**src/rtl/pm_event_ctrl.sv**
```systemverilog
module pm_event_ctrl #(
  parameter int TICK_W    = 32,
  parameter int TMR_SHIFT = 23,
  parameter int ADDR_W    = 4
) (
  input  logic              clk,
  input  logic              rst_n,
  input  logic              tick_en,
  input  logic              reg_wr,
  input  logic [ADDR_W-1:0] reg_addr,
  input  logic [15:0]       wr_data,
  output logic [23:0]       rd_data,
  input  logic              pwrbtn_evt,
  input  logic              rtc_evt,
  input  logic              glock_evt,
  input  logic              gpe_hp_sts,
  input  logic              gpe_hp_en,
  input  logic              apm_wr,
  input  logic [7:0]        apm_cmd,
  input  logic              smi_cfg_en,
  output logic              sci,
  output logic              shutdown_req,
  output logic              reset_req,
  output logic              s3_active,
  output logic              smi
);
  localparam int B_TMR = 0, B_LCK = 5, B_BTN = 8, B_ALM = 10, B_WAK = 15;
  localparam int C_SCI = 0, C_SLP = 13;
  localparam logic [15:0] STS_KEEP = 16'h8521;
  localparam logic [15:0] SCI_SRC  = 16'h0521;
  localparam logic [ADDR_W-1:0] A_STS = ADDR_W'(0), A_EN = ADDR_W'(2),
                                A_CTL = ADDR_W'(4), A_TMR = ADDR_W'(8);
  localparam logic [TICK_W-1:0] STEP = TICK_W'(1) << TMR_SHIFT;
  localparam logic [TICK_W-1:0] LOW  = STEP - TICK_W'(1);

  logic [15:0] sts_q, en_q, ctl_q, sts_d, ctl_d;
  logic [TICK_W-1:0] cnt_q, ovf_q;
  logic wr_sts, wr_en, wr_ctl, tmr_clr, slp_off, slp_s3;

  assign wr_sts  = reg_wr && reg_addr == A_STS;
  assign wr_en   = reg_wr && reg_addr == A_EN;
  assign wr_ctl  = reg_wr && reg_addr == A_CTL;
  assign tmr_clr = wr_sts && wr_data[B_TMR] && sts_q[B_TMR];
  assign slp_off = wr_ctl && wr_data[C_SLP] && wr_data[12:10] == 3'd0;
  assign slp_s3  = wr_ctl && wr_data[C_SLP] && wr_data[12:10] == 3'd1;

  always_comb begin
    sts_d = sts_q;
    if (wr_sts) sts_d = sts_d & ~wr_data;
    if (!tmr_clr && cnt_q >= ovf_q) sts_d[B_TMR] = 1'b1;
    if (glock_evt) sts_d[B_LCK] = 1'b1;
    if (rtc_evt) sts_d[B_ALM] = 1'b1;
    if (pwrbtn_evt && en_q[B_BTN]) sts_d[B_BTN] = 1'b1;
    if (slp_s3) begin
      sts_d[B_WAK] = 1'b1;
      sts_d[B_BTN] = 1'b1;
    end
    sts_d = sts_d & STS_KEEP;
  end

  always_comb begin
    ctl_d = ctl_q;
    if (wr_ctl) begin
      ctl_d = wr_data;
      ctl_d[C_SLP] = 1'b0;
    end
    if (apm_wr && apm_cmd == 8'hF1) ctl_d[C_SCI] = 1'b1;
    if (apm_wr && apm_cmd == 8'hF0) ctl_d[C_SCI] = 1'b0;
  end

  always_ff @(posedge clk) begin
    if (!rst_n) begin
      sts_q <= '0; en_q <= '0; ctl_q <= '0;
      cnt_q <= '0; ovf_q <= STEP;
      shutdown_req <= 1'b0; reset_req <= 1'b0; s3_active <= 1'b0; smi <= 1'b0;
    end else begin
      sts_q <= sts_d;
      ctl_q <= ctl_d;
      if (wr_en) en_q <= wr_data;
      if (tick_en) cnt_q <= cnt_q + TICK_W'(1);
      if (tmr_clr) ovf_q <= (cnt_q + STEP) & ~LOW;
      shutdown_req <= slp_off || (pwrbtn_evt && !en_q[B_BTN]);
      reset_req    <= slp_s3;
      s3_active    <= s3_active || slp_s3;
      smi          <= apm_wr && smi_cfg_en;
    end
  end

  assign sci = (|(sts_q & en_q & SCI_SRC)) || (gpe_hp_sts && gpe_hp_en);

  always_comb begin
    case (reg_addr)
      A_STS:   rd_data = {8'h00, sts_q};
      A_EN:    rd_data = {8'h00, en_q};
      A_CTL:   rd_data = {8'h00, ctl_q};
      A_TMR:   rd_data = cnt_q[23:0];
      default: rd_data = '0;
    endcase
  end

  assert_tmr_clear_R4: assert property (@(posedge clk) disable iff (!rst_n)
    tmr_clr |=> !sts_q[B_TMR]);
  assert_ctl_store_R5: assert property (@(posedge clk) disable iff (!rst_n)
    (wr_ctl && !apm_wr) |=> ctl_q == ($past(wr_data) & 16'hDFFF));
  assert_shutdown_cause_R6: assert property (@(posedge clk) disable iff (!rst_n)
    shutdown_req |-> $past(slp_off || (pwrbtn_evt && !en_q[B_BTN])));
  assert_s3_sticky_R7: assert property (@(posedge clk) disable iff (!rst_n)
    s3_active |=> s3_active);
  assert_smi_gate_R9: assert property (@(posedge clk) disable iff (!rst_n)
    smi |-> $past(apm_wr && smi_cfg_en));
  assert_tick_step_R12: assert property (@(posedge clk) disable iff (!rst_n)
    tick_en |=> cnt_q == $past(cnt_q) + TICK_W'(1));
endmodule

```
**config.mk**
```make
export PLATFORM = sky130hd
export DESIGN_NAME = pm_event_ctrl
export DESIGN_NICKNAME = d
export VERILOG_FILES = /design/src/rtl/pm_event_ctrl.sv
export SDC_FILE = /design/constraint.sdc
export NUM_CORES = 1
export LEC_CHECK = 0
export ABC_AREA = 0
export BUFFER_PORTS_ARGS = -buffer_cell sky130_fd_sc_hd__buf_2
export CELL_PAD_IN_SITES_DETAIL_PLACEMENT = 0
export CELL_PAD_IN_SITES_GLOBAL_PLACEMENT = 1
export CORE_MARGIN = 10
export CORE_UTILIZATION = 37
export DETAILED_ROUTE_END_ITERATION = 16
export GPL_TIMING_DRIVEN = 0
export PLACE_DENSITY_LB_ADDON = 0.1
export SLEW_MARGIN = 20
export SYNTH_ARGS = -nofsm -noshare
export SYNTH_HDL_FRONTEND = slang
export SYNTH_SLANG_ARGS = --single-unit
```
**constraint.sdc**
```tcl
create_clock -name clk -period 2.95 [get_ports clk]
set_clock_uncertainty 0.15 [all_clocks]
set_input_delay 0.885 -clock clk [delete_from_list [all_inputs] [get_ports clk]]
set_output_delay 0.885 -clock clk [all_outputs]
set_load 0.005 [all_outputs]
```
# Word-level counts from Yosys, hierarchy flattened
# Index checks and enable logic that the tools add are counted.
totals:
  wordCells: 67
  out_inout_bits: 29
  input_bits: 39
  ff_bits: 81
op_classes:
  reduce_logical: 30
  muxes: 10
  magnitude_cmp: 1
  add_sub_neg: 2
  eq_ne: 6
  bitwise: 4
ops:
  columns: ["operator", "count"]
  rows:
  - ["one-hot mux 24 bit (4 select lines)", 1]
  - ["adder 32 x 1 -> 32 bit (second input constant)", 1]
  - ["adder 32 x 24 -> 32 bit (second input constant)", 1]
  - ["greater-or-equal comparator 32 bit", 1]
  - ["bitwise AND 16 bit", 1]
  - ["== test 8 bit (second input constant)", 2]
  - ["2-to-1 mux 16 bit", 1]
  - ["inverter 16 bit", 1]
  - ["logical AND 1 bit", 15]
  - ["bitwise AND 11 bit", 1]
  - ["nonzero test 2 bit", 5]
  - ["2-to-1 mux 1 bit", 8]
  - ["== test 4 x 2 -> 1 bit (second input constant)", 1]
  - ["== test 4 x 3 -> 1 bit (second input constant)", 1]
  - ["== test 4 bit (second input constant)", 1]
  - ["logical NOT 4 bit", 1]
  - ["OR reduction 4 bit", 1]
  - ["== test 3 x 1 -> 1 bit (second input constant)", 1]
  - ["logical NOT 3 bit", 1]
  - ["logical OR 1 bit", 3]
  - ["nonzero test 3 bit", 1]
  - ["logical NOT 1 bit", 2]
  - ["OR reduction 2 bit", 1]
  - ["inverter 1 bit", 1]

# Logic depth before layout (Yosys ltp)
# Gate-level depths: netlist of the first run.
logic_depth:
  ltp_word: 7
  depth_mapped: 6
  ltp_nobuf: 6

# Least setup slack after synthesis of the first run
# No wires, ideal clock.
synth_path:
  path_kind: "input to output"
  from: "in reg_addr[2]"
  to: "out rd_data[5]"
  path_slack_ns: -0.119
  required_ns: 1.915
  n_path_buf: 1
  arrival_time_ns: 2.034
  stages: 4
  path_cell_list: "nor4b_1 -> clkbuf_1 -> a222oi_1 -> nand2_1"
synth_via:
  elab_chain_cells: 2
  word_cells_on_any_way: 5
  classes_between: "eq/ne: 3; mux: 1; reduce/logical: 1"
synth_rtl:
  columns: ["element", "line_no", "source"]
  rows:
  - ["start: declaration", "10", "input logic [ADDR_W-1:0] reg_addr,"]
  - ["== test 4 bit (tied with other cells)", "92", "case (reg_addr)"]
  - ["one-hot mux 24 bit (4 select lines) *", "92", null]
  - ["end: declaration", "12", "output logic [23:0] rd_data,"]
# Mark *: on every way between the ends. The rest lies on a longest branch, timed or not.

# Final worst setup path of the first run
layout_path:
  from: "in reg_addr[3]"
  to: "out rd_data[5]"
# Same word-level chain as after synthesis.

==> results of run 1 <==
## final timing paths
kind / startpoint / endpoint / depth (start not counted) / slack [ns]
max: reg_addr[3] / rd_data[5] / 7 / -0.08
min: ctl_q[14]$_SDFFE_PN0P_ / ctl_q[14]$_SDFFE_PN0P_ / 2 / 0.31
max reg2reg: cnt_q[12]$_SDFFE_PN0P_ / cnt_q[31]$_SDFFE_PN0P_ / 6 / 0.63
min reg2reg: ctl_q[14]$_SDFFE_PN0P_ / ctl_q[14]$_SDFFE_PN0P_ / 2 / 0.31
## per-layer routing
metal  vias up  GRT usage (%)  part of all wire (%)
li1       1898              -                     -
met1      1818           21.1                    45
met2       109           26.9                    48
met3        14           3.76                   6.0
met4         0           5.38                   1.4
met5         -              0                     0
## registers in the layout, indices dropped and copies added (netlist names)
| name | cells |
|---|---|
| en_q | 16 |
| ovf_q | 9 |
| cnt_q | 32 |
| shutdown_req | 1 |
| reset_req | 1 |
| sts_q | 5 |
| s3_active | 1 |
| ctl_q | 15 |
| smi | 1 |
## cell families after synthesis
logic type               after synthesis  synth area share [%]
flip-flops                            81                  41.5
AND/OR/NAND/NOR                      197                  26.4
AO/OA/AOI/OAI                        112                  18.5
buffers and inverters                 54                  5.51
multiplexers                           1                 0.256
XOR/XNOR                              18                  4.03
adder cells (fa/ha/maj)               12                  3.84
## through the flow
step                util (%)  setup TNS (ns)  setup WS (ns)  instance area [sq um]  instances
finish                  47.2          -0.351        -0.0765                   4870        705
global route            47.2           -1.29         -0.137                   4870        705
CTS                     46.9          -0.470        -0.0771                   4850        703
detailed placement      42.9          -15.51         -0.761                   4430        677
global placement        42.9          -14.76         -0.731                   4430        677
floorplan                  -               0         0.0870                   3930        475
## cell usage in the layout (no fill, tap or decap), types with 2 or more instances in the layout
master / count
buf_2: 66
clkbuf_1: 18
and4_1: 2
or3_1: 6
xor2_1: 12
nor2_1: 18
o41ai_1: 3
or3_2: 2
or4b_1: 3
o21ai_0: 7
nor4_1: 4
nor4b_4: 3
nand4_1: 15
buf_12: 4
o22ai_1: 10
a222oi_1: 16
ha_1: 12
and3_1: 5
nand3_1: 16
dfxtp_1: 81
or4_1: 13
and2_0: 2
a21oi_1: 54
o31ai_1: 10
buf_6: 5
buf_4: 7
inv_1: 28
xnor2_1: 6
clkbuf_8: 15
nand2_1: 89
and2_1: 12
a22oi_1: 2
o21bai_1: 2
## power by group
group          switching, mW  internal [mW]  leakage, nW
Combinational         0.0766         0.0601         1.16
Sequential           0.00940           1.10        0.654
Clock                  0.408          0.461        0.107
## worst min-delay path, stage by stage, from the launching register on
cell	delay, ns
dfxtp_1	0.32
nand2_1	0.05
a21oi_1	0.05
## Yosys cell counts, types with 2 or more instances
cell type / n / area, sq um
or3_1: 6 / 37.5
clkbuf_1: 20 / 75.1
ha_1: 12 / 150
and3_1: 5 / 31.3
buf_2: 4 / 20.0
xnor2_1: 6 / 52.6
nand2_1: 89 / 334
o22ai_1: 10 / 62.6
and2_1: 12 / 75.1
nor4_1: 4 / 25.0
nor4b_2: 2 / 30.0
o41ai_1: 3 / 26.3
dfxtp_1: 81 / 1620
o31ai_1: 10 / 75.1
and4_1: 2 / 17.5
nand4_1: 15 / 93.8
nand3_1: 16 / 80.1
or3_2: 2 / 15.0
and2_0: 2 / 12.5
o21bai_1: 2 / 15.0
or4_1: 13 / 97.6
or4b_1: 3 / 30.0
xor2_1: 12 / 105
a21oi_1: 54 / 270
inv_1: 28 / 105
a222oi_1: 16 / 160
nor2_1: 18 / 67.6
a22oi_1: 2 / 15.0
o21ai_0: 7 / 35.0
## timing repair
| item | CTS | global route |
|---|---|---|
| resized for setup | 28 | 4 |
| pin swaps | 12 | 7 |
| endpoints found under the setup margin | 24 | 21 |
| setup buffers | 8 | 2 |
| cloned | 2 | 0 |
## cell type report
class | instances | area [sq um] | area share, %
clock buffer | 14 | 173 | 3.54
tap | 136 | 170 | 3.49
clock inverter | 2 | 35.0 | 0.719
inverter | 28 | 105 | 2.16
multi-input combinational | 340 | 2100 | 43.2
sequential | 81 | 1620 | 33.3
timing repair buffer | 78 | 495 | 10.2
buffer | 26 | 169 | 3.47
==> impl_metrics.json, run 1 <==
{
  "cp.required_ns": 1.92,
  "min-delay-path-class": "reg -> reg",
  "flow.area_growth_from_synthesis_pct": 24.7,
  "place.gp.congestion": 0.818,
  "synth_cells": 475,
  "vias_per_cell": 5.45,
  "route.detailed.wl_per_inst_um": 17.3,
  "totalPowerFinal_mw": 2.12,
  "cts_tree": "yes",
  "async_flop_share_pct": 0,
  "mappedNetlistNets": 526,
  "number_of_fill_cells": 1051,
  "final_antenna_net_count": 0,
  "final.period_utilization_pct": 103,
  "p_leak_nw": 1.92,
  "ctsHoldBuffers": 0,
  "final-hold-violation-count": 0,
  "timing.final.ws_setup_ns": -0.0765,
  "totalWireLength_um": 12200,
  "yosys_reg_bits": 81,
  "netlist_area_before_placement_sq_um": 3910,
  "diodes": 0,
  "grt_max_degree": 13,
  "drt_first_pass_iters": 6,
  "initial_utilization_pct": 37.8,
  "grt_overflow": 0,
  "max-cap-violations": 0,
  "path_clk_slew_ns": 0.08,
  "global_route_wire_length_before_repair_um": 19600,
  "path_class": "in -> out",
  "status": "finished with violations",
  "count_of_buffers_from_port_buffering": 66,
  "rows": 37,
  "sum_of_net_half_perimeters_after_detailed_placement_um": 8700,
  "finalMaxSlewViolations": 0,
  "route.detailed.drc": 0,
  "cts_made_buffers": 9,
  "fp.dieW_um": 123,
  "crit_arrival_ns": 1.99,
  "floorplan.die.height_um": 123,
  "grt_usage_pct": 16.5,
  "post_synth.cell_area_avg_sq_um": 8.23,
  "ir_worst_vdd_mv": 0.210,
  "fin_worst_hold_slack_ns": 0.309,
  "ys_flop_type": "dfxtp_1",
  "timing.fmax_ghz": 0.330,
  "path_cells": "buf_12, nor4b_4, buf_6, buf_12, a222oi_1, nand2_1, buf_2",
  "clock_path_buffers": 2,
  "number_of_global_route_vias_before_repair": 3818,
  "core_region_area_sq_um": 10300,
  "critPathCaptureType": "primary output",
  "num_io_pins": 68,
  "worst_path_largest_cell_delay_ns": 0.36,
  "setup_violations": 17,
  "worst-slew-pin-transition_ns": 0.599,
  "crit_path_frequent_cell": "buf_12",
  "timing.critical_path.max_delay_family": "buffers and inverters",
  "antenna_found_initial": 0,
  "timing.critical_path.fanout_max": 10,
  "critical_path_s_slowest_cell": "a222oi_1",
  "layout_min_cycle_time_ns": 3.03,
  "drive_above_1_share_pct": 19.7,
  "drt_iter0_markers": 284,
  "root_buffer": "clkbuf_8",
  "ys_seq_area_share_pct": 41.5,
  "violations": "setup timing",
  "route.vias.total": 3839,
  "synth_edf_count": 0,
  "die_area_sq_um": 15100,
  "cts.sink_count": 81,
  "nets": 615,
  "worst_max_slew_margin_expressed_relative_to_the_limit_pct": 60.0,
  "htreeDepth": 3,
  "yosys_warnings": 0,
  "grt_setup_unrepaired": "true",
  "power_density_nw_per_um2": 435,
  "worst_setup_path_start_kind": "primary input",
  "post_synth_num_cell_types": 48,
  "cp_bufs_invs": 4,
  "clkLatencyLatePin_ns": 0.36
}
(Power assumes the default switching activity.)
==> run 2: changes to the inputs <==
- CORE_MARGIN: 10 -> 1
==> run 2 against run 1 <==
Net effect: the flow still finishes with violations (setup timing); wire length down 5.6%; power rose by 2.9%; flip-flop and latch count is the same; sequential power is essentially flat; global-route usage grew 5.4 points; clock power increased by 8.2%; via count fell by 1.8%; worst setup slack gained 0.075 ns; critical path depth fell by 1; critical path type unchanged.
==> impl_metrics.json, run 2 (synthesized netlist as in run 1, its figures left out) <==
{
  "status": "finished with violations",
  "violations": "setup timing",
  "route.detailed.wl_per_inst_um": 16.4,
  "registers.top_by_ff_count": "cnt_q",
  "max-cap-violations": 0,
  "antenna_found_initial": 0,
  "clock_path_buffers": 2,
  "hold-path-endpoint": "ctl_q[8]$_SDFFE_PN0P_",
  "die_area_sq_um": 11000,
  "clkLatencyLatePin_ns": 0.35,
  "global_route_wire_length_before_repair_um": 18900,
  "worst_path_largest_cell_delay_ns": 0.43,
  "regToRegStartpoint": "cnt_q[0]$_SDFFE_PN0P_",
  "drt_iter0_markers": 274,
  "rows": 37,
  "sum_of_net_half_perimeters_after_detailed_placement_um": 8070,
  "path_class": "in -> out",
  "final.period_utilization_pct": 100,
  "timing.fmax_ghz": 0.339,
  "holdPathStages": 2,
  "final_antenna_net_count": 0,
  "diodes": 0,
  "r2r_slack_ns": 0.64,
  "drt_first_pass_iters": 6,
  "route.detailed.drc": 0,
  "timing.critical_path.fanout_max": 5,
  "flow.area_growth_from_synthesis_pct": 22.8,
  "timing.critical_path.max_delay_family": "compound AO/OA/AOI/OAI gates",
  "p_leak_nw": 1.88,
  "vias_per_cell": 5.38,
  "initial_utilization_pct": 38.0,
  "fin_worst_hold_slack_ns": 0.308,
  "nets": 611,
  "cts_tree": "yes",
  "critPathCaptureType": "primary output",
  "grt_overflow": 0,
  "min-delay-path-class": "reg -> reg",
  "cts.sink_count": 81,
  "worst_setup_path_start_kind": "primary input",
  "finalMaxSlewViolations": 0,
  "fp.dieW_um": 105,
  "grt_setup_unrepaired": "true",
  "ctsHoldBuffers": 0,
  "critical_path_s_slowest_cell": "a222oi_1",
  "worstHoldStart": "ctl_q[8]$_SDFFE_PN0P_",
  "layout.cells.most_common_list": "nand2_1 (89), dfxtp_1 (81), buf_2 (66)",
  "timing.final.ws_setup_ns": -0.00150,
  "commonest_non_fill_non_tap_cell_in_the_layout": "nand2_1",
  "cts_made_buffers": 9,
  "totalWireLength_um": 11500,
  "dpl_cell_area_sq_um": 4430,
  "drive_above_1_share_pct": 19.3,
  "largest_register_ffs": 32,
  "worst_max_slew_margin_expressed_relative_to_the_limit_pct": 58.7,
  "grt_max_degree": 14,
  "reg_top3": "cnt_q: 32 flops, en_q: 16 flops, ctl_q: 15 flops",
  "crit_arrival_ns": 1.92,
  "final-hold-violation-count": 0,
  "htreeDepth": 3,
  "cp.required_ns": 1.92,
  "grt_usage_pct": 21.9,
  "core_region_area_sq_um": 10300,
  "root_buffer": "clkbuf_8",
  "number_of_fill_cells": 1076,
  "count_of_buffers_from_port_buffering": 66,
  "rr_endpoint": "cnt_q[26]$_SDFFE_PN0P_",
  "setup_violations": 2,
  "route.vias.total": 3769,
  "num_io_pins": 68,
  "worst-slew-pin-transition_ns": 0.619,
  "worstSetupStartpoint": "reg_addr[3]",
  "final_area_sq_um": 4800,
  "path_cells": "buf_12, nor4b_4, buf_6, a222oi_1, nand2_1, buf_2",
  "worst_r2r_path_depth": 6,
  "fin_setup_tns_ns": -0.00295,
  "floorplan.die.height_um": 105,
  "layout_min_cycle_time_ns": 2.95,
  "ir_worst_vdd_mv": 0.257,
  "place.gp.congestion": 0.778,
  "cp_bufs_invs": 3,
  "number_of_global_route_vias_before_repair": 3651,
  "path_clk_slew_ns": 0.07,
  "power_density_nw_per_um2": 455
}
[run 2: cell count changes in the layout (fill, tap and decap cells not counted), sizes merged]
cell      change
buf           -1
clkbuf        -5
clkinv        -1
clkinvlp      +2
bufinv        +1
[run 2: metal layers]
layer  routed length [um]  part of all wire, %  track usage, %
met5                    0                    0               0
met4                  140                  1.2            6.24
met3                  432                  3.8            3.37
met2                 5560                   48            37.4
met1                 5370                   47            28.6
[run 2: cell type report]
cell class              instances  area, sq um  area share [%]
plain buffers                  26          139            2.90
clock buffers                  12          155            3.23
clock inverters                 4         75.1            1.56
inverters                      28          105            2.19
multi-input cells             340         2100            43.8
flip-flops and latches         81         1620            33.8
well taps                     136          170            3.55
repair buffers                 74          428            8.92
[run 2: repair_timing]
| action | 4_1_cts | 5_1_grt |
|---|---|---|
| setup endpoints to repair | 24 | 24 |
| gates resized for setup | 20 | 6 |
| pin swaps | 11 | 6 |
| buffers inserted | 7 | 0 |
| gates cloned | 1 | 0 |
[run 2: per-stage QoR]
stage                     power, mW  instances  utilization [%]  setup WS [ns]
after floorplan                1.19        475                -         0.0870
after global placement         1.25        677             43.1         -0.707
after detailed placement       1.25        677             43.1         -0.695
after CTS                      2.20        701             46.6        -0.0462
after global routing           2.27        701             46.7        -0.0732
final                          2.18        701             46.7       -0.00150
[run 2: where the power goes]
part	internal [mW]	leakage, nW	switching, mW
clock	0.524	0.109	0.416
combinational	0.0525	1.12	0.0755
sequential	1.10	0.654	0.00938
total	1.68	1.88	0.501
[run 2: worst register-to-register path: stages (launching register included)]
cell and delay, ns:
dfxtp_1 0.42, ha_1 0.16, and2_1 0.11, clkbuf_1 0.34, nand4_1 0.37, or4_1 0.56, a21oi_1 0.14
[run 2: worst max path at each step]
stage	endpoint	slack, ns	cells past startpoint
after floorplan	rd_data[5]	0.09	4
after global placement	rd_data[5]	-0.71	6
after detailed placement	rd_data[6]	-0.70	6
after CTS	rd_data[5]	-0.05	7
after global routing	rd_data[4]	-0.07	7
final	rd_data[0]	-0.002	6
==> run 3: changes to the inputs <==
- GPL_TIMING_DRIVEN: 0 -> unset
==> run 3 against run 2 <==
Net effect: the flow still finishes with violations (setup timing); highest routed layer unchanged; power up 6.9%; combinational power increased by 5%; hold slack gained 0.0040 ns; die area stayed put; first-iteration DRC count shrank 19%; wire length is 5.8% lower; non-clock buffer count fell by 9.
==> impl_metrics.json, run 3 (synthesized netlist as in run 1, its figures left out) <==
{
  "vias_per_cell": 5.44,
  "dpl_cell_area_sq_um": 4490,
  "registers.top_by_ff_count": "cnt_q",
  "worstSetupStartpoint": "reg_addr[0]",
  "ctsHoldBuffers": 0,
  "commonest_non_fill_non_tap_cell_in_the_layout": "nand2_1",
  "timing.fmax_ghz": 0.336,
  "route.detailed.drc": 0,
  "fp.dieW_um": 105,
  "worst-slew-pin-transition_ns": 0.618,
  "regToRegStartpoint": "cnt_q[12]$_SDFFE_PN0P_",
  "die_area_sq_um": 11000,
  "totalWireLength_um": 10800,
  "path_cells": "buf_8, buf_6, nor4b_4, buf_6, clkbuf_16, a222oi_1, inv_1, buf_2",
  "path_class": "in -> out",
  "grt_max_degree": 39,
  "route.detailed.wl_per_inst_um": 15.7,
  "final_antenna_net_count": 0,
  "rows": 37,
  "ir_worst_vdd_mv": 0.242,
  "initial_utilization_pct": 38.0,
  "drive_above_1_share_pct": 22.7,
  "final_area_sq_um": 4940,
  "floorplan.die.height_um": 105,
  "drt_iter0_markers": 221,
  "worst_setup_path_start_kind": "primary input",
  "nets": 602,
  "final.period_utilization_pct": 101,
  "count_of_buffers_from_port_buffering": 67,
  "place.gp.congestion": 0.774,
  "global_route_wire_length_before_repair_um": 17300,
  "layout.cells.most_common_list": "nand2_1 (83), dfxtp_1 (81), buf_2 (63)",
  "route.vias.total": 3767,
  "r2r_slack_ns": 0.46,
  "fin_worst_hold_slack_ns": 0.312,
  "clock_path_buffers": 2,
  "path_clk_slew_ns": 0.09,
  "antenna_found_initial": 0,
  "total_stage_count_of_the_critical_path": 8,
  "status": "finished with violations",
  "layout_min_cycle_time_ns": 2.98,
  "grt_overflow": 0,
  "worst_path_largest_cell_delay_ns": 0.26,
  "holdPathStages": 2,
  "grt_usage_pct": 19.6,
  "power_density_nw_per_um2": 472,
  "critical_path_s_slowest_cell": "nor4b_4",
  "sum_of_net_half_perimeters_after_detailed_placement_um": 7480,
  "cp_bufs_invs": 6,
  "crit_arrival_ns": 1.94,
  "timing.critical_path.max_delay_family": "buffers and inverters",
  "largest_register_ffs": 32,
  "cts_made_buffers": 9,
  "rr_endpoint": "cnt_q[26]$_SDFFE_PN0P_",
  "core_region_area_sq_um": 10300,
  "violations": "setup timing",
  "min-delay-path-class": "reg -> reg",
  "p_leak_nw": 2.00,
  "cts.sink_count": 81,
  "reg_top3": "cnt_q: 32 flops, en_q: 16 flops, ctl_q: 15 flops",
  "finalMaxSlewViolations": 0,
  "setup_violations": 3,
  "number_of_global_route_vias_before_repair": 3497,
  "root_buffer": "clkbuf_8",
  "crit_path_frequent_cell": "buf_6",
  "num_io_pins": 68,
  "worst_max_slew_margin_expressed_relative_to_the_limit_pct": 58.7,
  "cts_tree": "yes",
  "grt_setup_unrepaired": "true",
  "number_of_fill_cells": 1058,
  "cp_capture_point": "rd_data[4]",
  "final-hold-violation-count": 0,
  "cp.required_ns": 1.92,
  "max-cap-violations": 0,
  "worst_r2r_path_depth": 4,
  "flow.area_growth_from_synthesis_pct": 26.5,
  "timing.final.ws_setup_ns": -0.0297,
  "clkLatencyLatePin_ns": 0.35,
  "drt_first_pass_iters": 6,
  "diodes": 0,
  "critPathCaptureType": "primary output",
  "timing.critical_path.fanout_max": 8,
  "htreeDepth": 3
}
run 3: changes by cell type in the layout (fill, tap and decap cells not counted), moves of 3 or more:
cell	change
buf_4	+5
nand2_4	+3
nand2_2	+3
buf_2	-3
buf_12	+3
clkbuf_8	-3
nand2_1	-6
clkbuf_1	-17
run 3: per-stage QoR:
step	util [%]	std cells	setup WS (ns)	total power, mW	setup TNS (ns)
4_1_cts	46.4	684	0.0000362	2.35	0
3_5_place_dp	43.7	668	-0.0410	1.26	-0.146
5_1_grt	48.1	692	-0.0838	2.41	-0.698
2_1_floorplan	-	475	0.0870	1.19	0
3_3_place_gp	43.7	668	-0.00749	1.26	-0.0160
6_report	48.1	692	-0.0297	2.33	-0.0605
run 3: timing repair:
action,CTS,global route
resized for setup,2,27
buffers inserted,0,8
cloned,0,2
pin swaps,4,19
setup endpoints to repair,9,15
run 3: area by class of cell:
| class | count | area (sq um) | area share [%] |
|---|---|---|---|
| clock inverters | 7 | 143 | 2.89 |
| inverters | 28 | 105 | 2.13 |
| repair buffers | 91 | 644 | 13.0 |
| flip-flops and latches | 81 | 1620 | 32.8 |
| clock buffers | 9 | 124 | 2.51 |
| well taps | 136 | 170 | 3.44 |
| multi-input cells | 340 | 2140 | 43.2 |
run 3: worst min path at each step:
stage	from	endpoint	slack [ns]
floorplan	ctl_q[11]$_SDFFE_PN0P_	ctl_q[11]$_SDFFE_PN0P_	0.29
global placement	s3_active$_SDFF_PN0_	s3_active$_SDFF_PN0_	0.28
detailed placement	s3_active$_SDFF_PN0_	s3_active$_SDFF_PN0_	0.29
CTS	en_q[3]$_SDFFE_PN0P_	en_q[3]$_SDFFE_PN0P_	0.31
global route	ctl_q[4]$_SDFFE_PN0P_	ctl_q[4]$_SDFFE_PN0P_	0.33
finish	ctl_q[12]$_SDFFE_PN0P_	ctl_q[12]$_SDFFE_PN0P_	0.31
run 3: worst register-to-register path, delay by kind of cell, from the launching register on:
family / cells / cell delay [ns]
AOI/OAI and AO/OA: 1 / 0.17
and+or+nand+nor: 3 / 1.60
DFF: 1 / 0.51
run 3: power by group:
group	switching [mW]	internal (mW)
combinational	0.0731	0.0620
sequential	0.0101	1.10
clock	0.432	0.650
run 3: routing by layer:
metal	GRT usage (%)	wire, um	vias up
met2	32.5	5160	111
met1	26.0	4960	1779
li1	-	-	1866
met4	5.53	121	0
met5	0	0	-
met3	3.68	603	11
